--- config.mk ---
export PLATFORM = sky130hd
export DESIGN_NAME = lpm_controller
export DESIGN_NICKNAME = d
export VERILOG_FILES = /design/src/rtl/lpm_pkg.sv /design/src/rtl/lpm_ctrl.sv /design/src/rtl/lpm_dp.sv /design/src/rtl/lpm_controller.sv
export SDC_FILE = /design/constraint.sdc
export NUM_CORES = 1
export LEC_CHECK = 0
export BUFFER_PORTS_ARGS = -buffer_cell sky130_fd_sc_hd__clkbuf_2
export CAP_MARGIN = 10
export CORE_ASPECT_RATIO = 0.8
export CORE_MARGIN = 5
export CORE_UTILIZATION = 40
export DETAILED_ROUTE_END_ITERATION = 10
export MAX_ROUTING_LAYER = met4
export PLACE_DENSITY = 0.61
export SLEW_MARGIN = 5
export SYNTH_ARGS = -nofsm -noshare
export SYNTH_HDL_FRONTEND = slang
export SYNTH_HIERARCHICAL = 1
export SYNTH_SLANG_ARGS = --single-unit
--- constraint.sdc ---
create_clock -name clk -period 4.1 [get_ports clk]
set_input_delay 0.205 -clock clk [delete_from_list [all_inputs] [get_ports clk]]
set_output_delay 0.205 -clock clk [all_outputs]
set_load 0.05 [all_outputs]
--- src/rtl/lpm_pkg.sv ---
package lpm_pkg;

  typedef enum logic [2:0] {
    ST_RUN    = 3'd0,
    ST_SLEEP  = 3'd1,
    ST_SWSTBY = 3'd2,
    ST_SETTLE = 3'd3,
    ST_HWSTBY = 3'd4
  } lpmState_e;

  // Strobes from the control FSM to the datapath, valid in the cycle
  // before the matching state change takes effect.
  typedef struct packed {
    logic loadSettle;  // nmi accepted in software standby
    logic countDown;   // settling, count not yet exhausted
    logic captureHiZ;  // entering software standby from run
    logic enterStby;   // entering either standby state
    logic wakeEv;      // returning to run from a low-power state
  } lpmStrobe_t;

endpackage

--- src/rtl/lpm_ctrl.sv ---
module lpm_ctrl
  import lpm_pkg::*;
(
  input  logic       clk,
  input  logic       rstN,
  input  logic       hwStbyN,
  input  logic       sleepReq,
  input  logic       stbySel,
  input  logic       nmi,
  input  logic       irq,
  input  logic       dmaAddrErr,
  input  logic       porIn,
  input  logic       settleDone,
  output lpmState_e  stateQ,
  output lpmStrobe_t strobe
);

  lpmState_e nextState;

  // Priority: pin, then power-on reset, then nmi, then other sources.
  always_comb begin
    nextState = stateQ;
    if (!hwStbyN) begin
      nextState = ST_HWSTBY;
    end else if (stateQ == ST_HWSTBY) begin
      if (porIn) nextState = ST_RUN;
    end else if (porIn) begin
      nextState = ST_RUN;
    end else begin
      unique case (stateQ)
        ST_RUN: begin
          if (sleepReq) nextState = stbySel ? ST_SWSTBY : ST_SLEEP;
        end
        ST_SLEEP: begin
          if (nmi || irq || dmaAddrErr) nextState = ST_RUN;
        end
        ST_SWSTBY: begin
          if (nmi) nextState = ST_SETTLE;
        end
        ST_SETTLE: begin
          if (settleDone) nextState = ST_RUN;
        end
        default: nextState = ST_RUN;
      endcase
    end
  end

  always_comb begin
    strobe.loadSettle = (stateQ == ST_SWSTBY) && (nextState == ST_SETTLE);
    strobe.countDown  = (stateQ == ST_SETTLE) && !settleDone;
    strobe.captureHiZ = (stateQ == ST_RUN) && (nextState == ST_SWSTBY);
    strobe.enterStby  = ((nextState == ST_SWSTBY) || (nextState == ST_HWSTBY))
                        && (nextState != stateQ);
    strobe.wakeEv     = (stateQ != ST_RUN) && (nextState == ST_RUN);
  end

  always_ff @(posedge clk or negedge rstN) begin
    if (!rstN) stateQ <= ST_RUN;
    else       stateQ <= nextState;
  end

  assert_hw_entry_R2: assert property (@(posedge clk) disable iff (!rstN)
    !hwStbyN |=> stateQ == ST_HWSTBY);

  assert_hw_exit_R3: assert property (@(posedge clk) disable iff (!rstN)
    (stateQ == ST_HWSTBY && !(hwStbyN && porIn)) |=> stateQ == ST_HWSTBY);

  assert_sw_ignore_R7: assert property (@(posedge clk) disable iff (!rstN)
    (stateQ == ST_SWSTBY && hwStbyN && !porIn && !nmi) |=> stateQ == ST_SWSTBY);

  assert_sleep_hold_R9: assert property (@(posedge clk) disable iff (!rstN)
    (stateQ == ST_SLEEP && hwStbyN && !porIn && !nmi && !irq && !dmaAddrErr)
      |=> stateQ == ST_SLEEP);

  assert_por_nmi_R10: assert property (@(posedge clk) disable iff (!rstN)
    (stateQ == ST_SWSTBY && hwStbyN && porIn && nmi) |=> stateQ == ST_RUN);

endmodule

--- src/rtl/lpm_dp.sv ---
module lpm_dp
  import lpm_pkg::*;
#(
  parameter int SETTLE_W = 8
) (
  input  logic                clk,
  input  logic                rstN,
  input  lpmState_e           stateQ,
  input  lpmStrobe_t          strobe,
  input  logic                portHiZSel,
  input  logic [SETTLE_W-1:0] settleCycles,
  output logic                settleDone,
  output logic                cpuClkEn,
  output logic                periphClkEn,
  output logic                cpuHalt,
  output logic                periphInit,
  output logic                portHold,
  output logic                portHiZ,
  output logic                portInit,
  output logic                wake
);

  logic [SETTLE_W-1:0] cntQ;
  logic                hiZQ;
  logic                swSide;

  always_ff @(posedge clk or negedge rstN) begin
    if (!rstN) begin
      cntQ       <= '0;
      hiZQ       <= 1'b0;
      periphInit <= 1'b0;
      wake       <= 1'b0;
    end else begin
      if (strobe.loadSettle)     cntQ <= settleCycles;
      else if (strobe.countDown) cntQ <= cntQ - 1'b1;
      if (strobe.captureHiZ) hiZQ <= portHiZSel;
      periphInit <= strobe.enterStby;
      wake       <= strobe.wakeEv;
    end
  end

  assign settleDone = (cntQ == '0);

  // Software standby and settling share the same port treatment.
  assign swSide = (stateQ == ST_SWSTBY) || (stateQ == ST_SETTLE);

  always_comb begin
    cpuClkEn    = (stateQ == ST_RUN) || (stateQ == ST_SLEEP);
    periphClkEn = (stateQ == ST_RUN) || (stateQ == ST_SLEEP);
    cpuHalt     = (stateQ != ST_RUN);
    portInit    = (stateQ == ST_HWSTBY);
    portHiZ     = swSide && hiZQ;
    portHold    = (stateQ == ST_SLEEP) || (swSide && !hiZQ);
  end

  assert_settle_count_R6: assert property (@(posedge clk) disable iff (!rstN)
    (stateQ == ST_SETTLE && strobe.countDown && !strobe.loadSettle)
      |=> cntQ == SETTLE_W'($past(cntQ) - 1'b1));

  assert_hiz_stable_R4: assert property (@(posedge clk) disable iff (!rstN)
    (swSide && !strobe.captureHiZ) |=> $stable(hiZQ));

  assert_wake_pulse_R3: assert property (@(posedge clk) disable iff (!rstN)
    wake |=> !wake);

  assert_wake_run_R8: assert property (@(posedge clk) disable iff (!rstN)
    wake |-> !cpuHalt);

endmodule

--- src/rtl/lpm_controller.sv ---
module lpm_controller
  import lpm_pkg::*;
#(
  parameter int SETTLE_W = 8
) (
  input  logic                clk,
  input  logic                rstN,
  input  logic                hwStbyN,
  input  logic                sleepReq,
  input  logic                stbySel,
  input  logic                portHiZSel,
  input  logic                nmi,
  input  logic                irq,
  input  logic                dmaAddrErr,
  input  logic                porIn,
  input  logic [SETTLE_W-1:0] settleCycles,
  output logic                cpuClkEn,
  output logic                periphClkEn,
  output logic                cpuHalt,
  output logic                periphInit,
  output logic                portHold,
  output logic                portHiZ,
  output logic                portInit,
  output logic                wake
);

  lpmState_e  stateQ;
  lpmStrobe_t strobe;
  logic       settleDone;

  lpm_ctrl i_ctrl (
    .clk        (clk),
    .rstN       (rstN),
    .hwStbyN    (hwStbyN),
    .sleepReq   (sleepReq),
    .stbySel    (stbySel),
    .nmi        (nmi),
    .irq        (irq),
    .dmaAddrErr (dmaAddrErr),
    .porIn      (porIn),
    .settleDone (settleDone),
    .stateQ     (stateQ),
    .strobe     (strobe)
  );

  lpm_dp #(.SETTLE_W(SETTLE_W)) i_dp (
    .clk          (clk),
    .rstN         (rstN),
    .stateQ       (stateQ),
    .strobe       (strobe),
    .portHiZSel   (portHiZSel),
    .settleCycles (settleCycles),
    .settleDone   (settleDone),
    .cpuClkEn     (cpuClkEn),
    .periphClkEn  (periphClkEn),
    .cpuHalt      (cpuHalt),
    .periphInit   (periphInit),
    .portHold     (portHold),
    .portHiZ      (portHiZ),
    .portInit     (portInit),
    .wake         (wake)
  );

endmodule

==> results.json <==
{
  "end_kind": "flop",
  "clk_pin_slew_ns": 0.09,
  "ys_ff_latch": 14,
  "relSlewSlack_pct": 46.9,
  "cts_resized": 0,
  "final-seq-area_um2": 350,
  "yosys_warnings": 6,
  "io_buffers": 25,
  "n_antenna_cell": 0,
  "reg2reg_from": "i_dp/cntQ[4]",
  "outcome": "completed",
  "grt_antenna_before_repair": 0,
  "grt-ovfl-total": 0,
  "synth_area_leader_cell": "dfrtp_1",
  "synth.distinct_cells": 39,
  "skew_ns": 0.00778,
  "multi_input_area_um2": 522,
  "post-route-period-util_pct": 66.9,
  "layout-drive-gt1-share_pct": 32.8,
  "crit_fanout": 11,
  "core-area_um2": 2180,
  "critPathLaunchType": "flop",
  "worst_path_most_repeated_cell": "or4_1",
  "clock_latency_ns": 0.29,
  "postRouteAntennaNets": 0,
  "grt_max_degree": 15,
  "cp_data_arrival_time_ns": 2.95,
  "reg2reg_to": "i_dp/cntQ[6]",
  "wl_per_cell_um": 13.6,
  "gp_congestion": 0.777,
  "clock_sinks": 14,
  "area_growth_pct": 19.7,
  "cp.required_ns": 4.31,
  "io_pins": 26,
  "whs_path_depth": 3,
  "path_cells": "or4_1 -> nor4b_1 -> nand2b_1 -> a21oi_2 -> nor3_4 -> nor4_2 -> or4_1 -> o211ai_1",
  "syn-num-nets": 118,
  "die_h_um": 52.7,
  "dieWidth_um": 63.4,
  "netlist_area_um2": 913,
  "drc": 0,
  "cts_inserted_buffers": 3,
  "fp.dieArea_um2": 3350,
  "synthFlopType": "dfrtp_1",
  "path_class": "flop to flop",
  "hold_path.startpoint": "settleCycles[1]",
  "p_leak_nw": 0.466,
  "yosysTopAreaCellShare_pct": 38.4,
  "ir_drop_mv": 0.207,
  "htreeDepth": 1,
  "synth_edf_count": 0,
  "avgSynthCellArea_um2": 9.32,
  "yosysMostFrequentCell": "dfrtp_1",
  "root_buffer": "clkbuf_4",
  "hold_path.class": "input pin to flop",
  "initial_utilization_pct": 42.0,
  "rows": 15,
  "timing.final.crit_period_ns": 2.74,
  "slew_violations": 0,
  "worstHoldEndpoint": "i_dp/cntQ[1]",
  "finalHoldViolCount": 0,
  "setup_tns_ns": 0,
  "first_pass_iters": 4,
  "synthArstFlopShare_pct": 100,
  "grt_pass1_wl_um": 3370,
  "hpwl_um": 1570,
  "vias": 822,
  "ys_seq_area_share_pct": 38.4,
  "vias_per_cell": 5.48,
  "cap_violations": 0,
  "r2r_setup_slack_ns": 1.36,
  "tightest_slew_ns": 0.790,
  "cts_setup_buffers": 0,
  "critPathSlowestCell": "or4_1",
  "setup_viol": 0,
  "nFillCells": 209,
  "routed_wl_um": 2050,
  "worst_slack_ns": 1.36,
  "place_ws_ns": 1.38,
  "drtIter0Drc": 20,
  "power_density_nw_per_um2": 287,
  "reg2reg_depth": 8,
  "nets": 146,
  "synthTopCellsByCount": "14 x dfrtp_1, 11 x nand2_1, 10 x nor2_1",
  "clock_path_buffers": 2,
  "syn_inst": 98,
  "grt_util_all_layers_pct": 13.5,
  "synth.area.top_cells": "dfrtp_1 38%, nand2_1 4.5%, nor2_1 4.1%, o21ai_0 3.3%, or4_1 3.3%",
  "cts_tree": "built",
  "rsz0062_at_grt": "no",
  "grt_pass1_vias": 757,
  "max_freq_mhz": 364,
  "max_stage_delay_ns": 0.55
}
## area by class of cell
cell class,instances,share of cell area (%)
clock buffers,4,3.32
inverters,5,1.72
multi-input cells,76,47.7
flip-flops and latches,14,32.0
well taps,25,2.86
repair buffers,26,12.4
## through the flow
stage / cells / util (%) / hold WS, ns / power [mW] / area, um2
after CTS: 150 / 50.2 / 0.121 / 0.320 / 1090
after detailed placement: 145 / 48.1 / 0.133 / 0.214 / 1050
after floorplan: 98 / - / -0.0906 / 0.194 / 913
final: 150 / 50.2 / 0.134 / 0.313 / 1090
after global placement: 145 / 48.1 / 0.127 / 0.213 / 1050
after global routing: 150 / 50.2 / 0.121 / 0.331 / 1090
## where the power goes
group	internal, mW	switching [mW]
clock	0.0541	0.0472
combinational	0.0211	0.0366
sequential	0.146	0.00862
## per-layer routing
metal	routed length, um	track usage [%]	share of wire [%]
met3	99	5.79	4.8
met4	10	4.15	0.49
met1	1050	17.9	51
met5	0	-	0
met2	885	18.4	43
## worst max-delay path, delay by kind of cell, from the launching register on
family / cells / cell delay [ns]
simple gates: 6 / 2.03
compound gates: 2 / 0.20
flops: 1 / 0.42
## sequential cells by signal, summed over array words and instances (netlist names)
name and count:
i_ctrl/stateQ 3, i_dp/cntQ 8, i_dp/hiZQ 1, i_dp/periphInit 1, i_dp/wake 1
## what timing repair did
action,CTS,global route
endpoints found under the setup margin,0,0
hold buffers,1,0
hold endpoints to repair,14,0
## worst max-delay path by stage
| stage | start | endpoint | slack (ns) | cells past startpoint |
|---|---|---|---|---|
| global placement | i_ctrl/stateQ[0] | i_dp/cntQ[7] | 1.44 | 7 |
| global route | i_ctrl/stateQ[0] | i_dp/cntQ[7] | 1.09 | 7 |
| detailed placement | i_dp/cntQ[3] | i_dp/cntQ[6] | 1.38 | 8 |
| floorplan | i_dp/cntQ[4] | i_dp/cntQ[7] | 1.52 | 9 |
| finish | i_dp/cntQ[4] | i_dp/cntQ[6] | 1.36 | 8 |
| CTS | i_dp/cntQ[3] | i_dp/cntQ[6] | 1.35 | 8 |
## placed cells by master (no fill, tap or decap), drive strengths merged, types with 2 or more instances in the layout
cell type	instances
or4b	2
o31ai	2
nor3	3
a31oi	4
o21ai	8
or3	4
xnor2	2
a21oi	2
nor4b	2
or4	4
o211ai	2
dfrtp	14
nand2b	2
nand2	11
ha	2
inv	5
o41ai	2
clkbuf	29
nor2	11
and3b	2
nor4	2
## cells by family after synthesis
group / share of synthesized area (%)
AND/OR/NAND/NOR: 34.7
AO/OA/AOI/OAI: 16.6
flip-flops: 38.4
buffers and inverters: 4.52
XOR/XNOR: 1.92
adder cells (fa/ha/maj): 2.74
multiplexers: 1.23
Power figures use the tool's default switching activity.
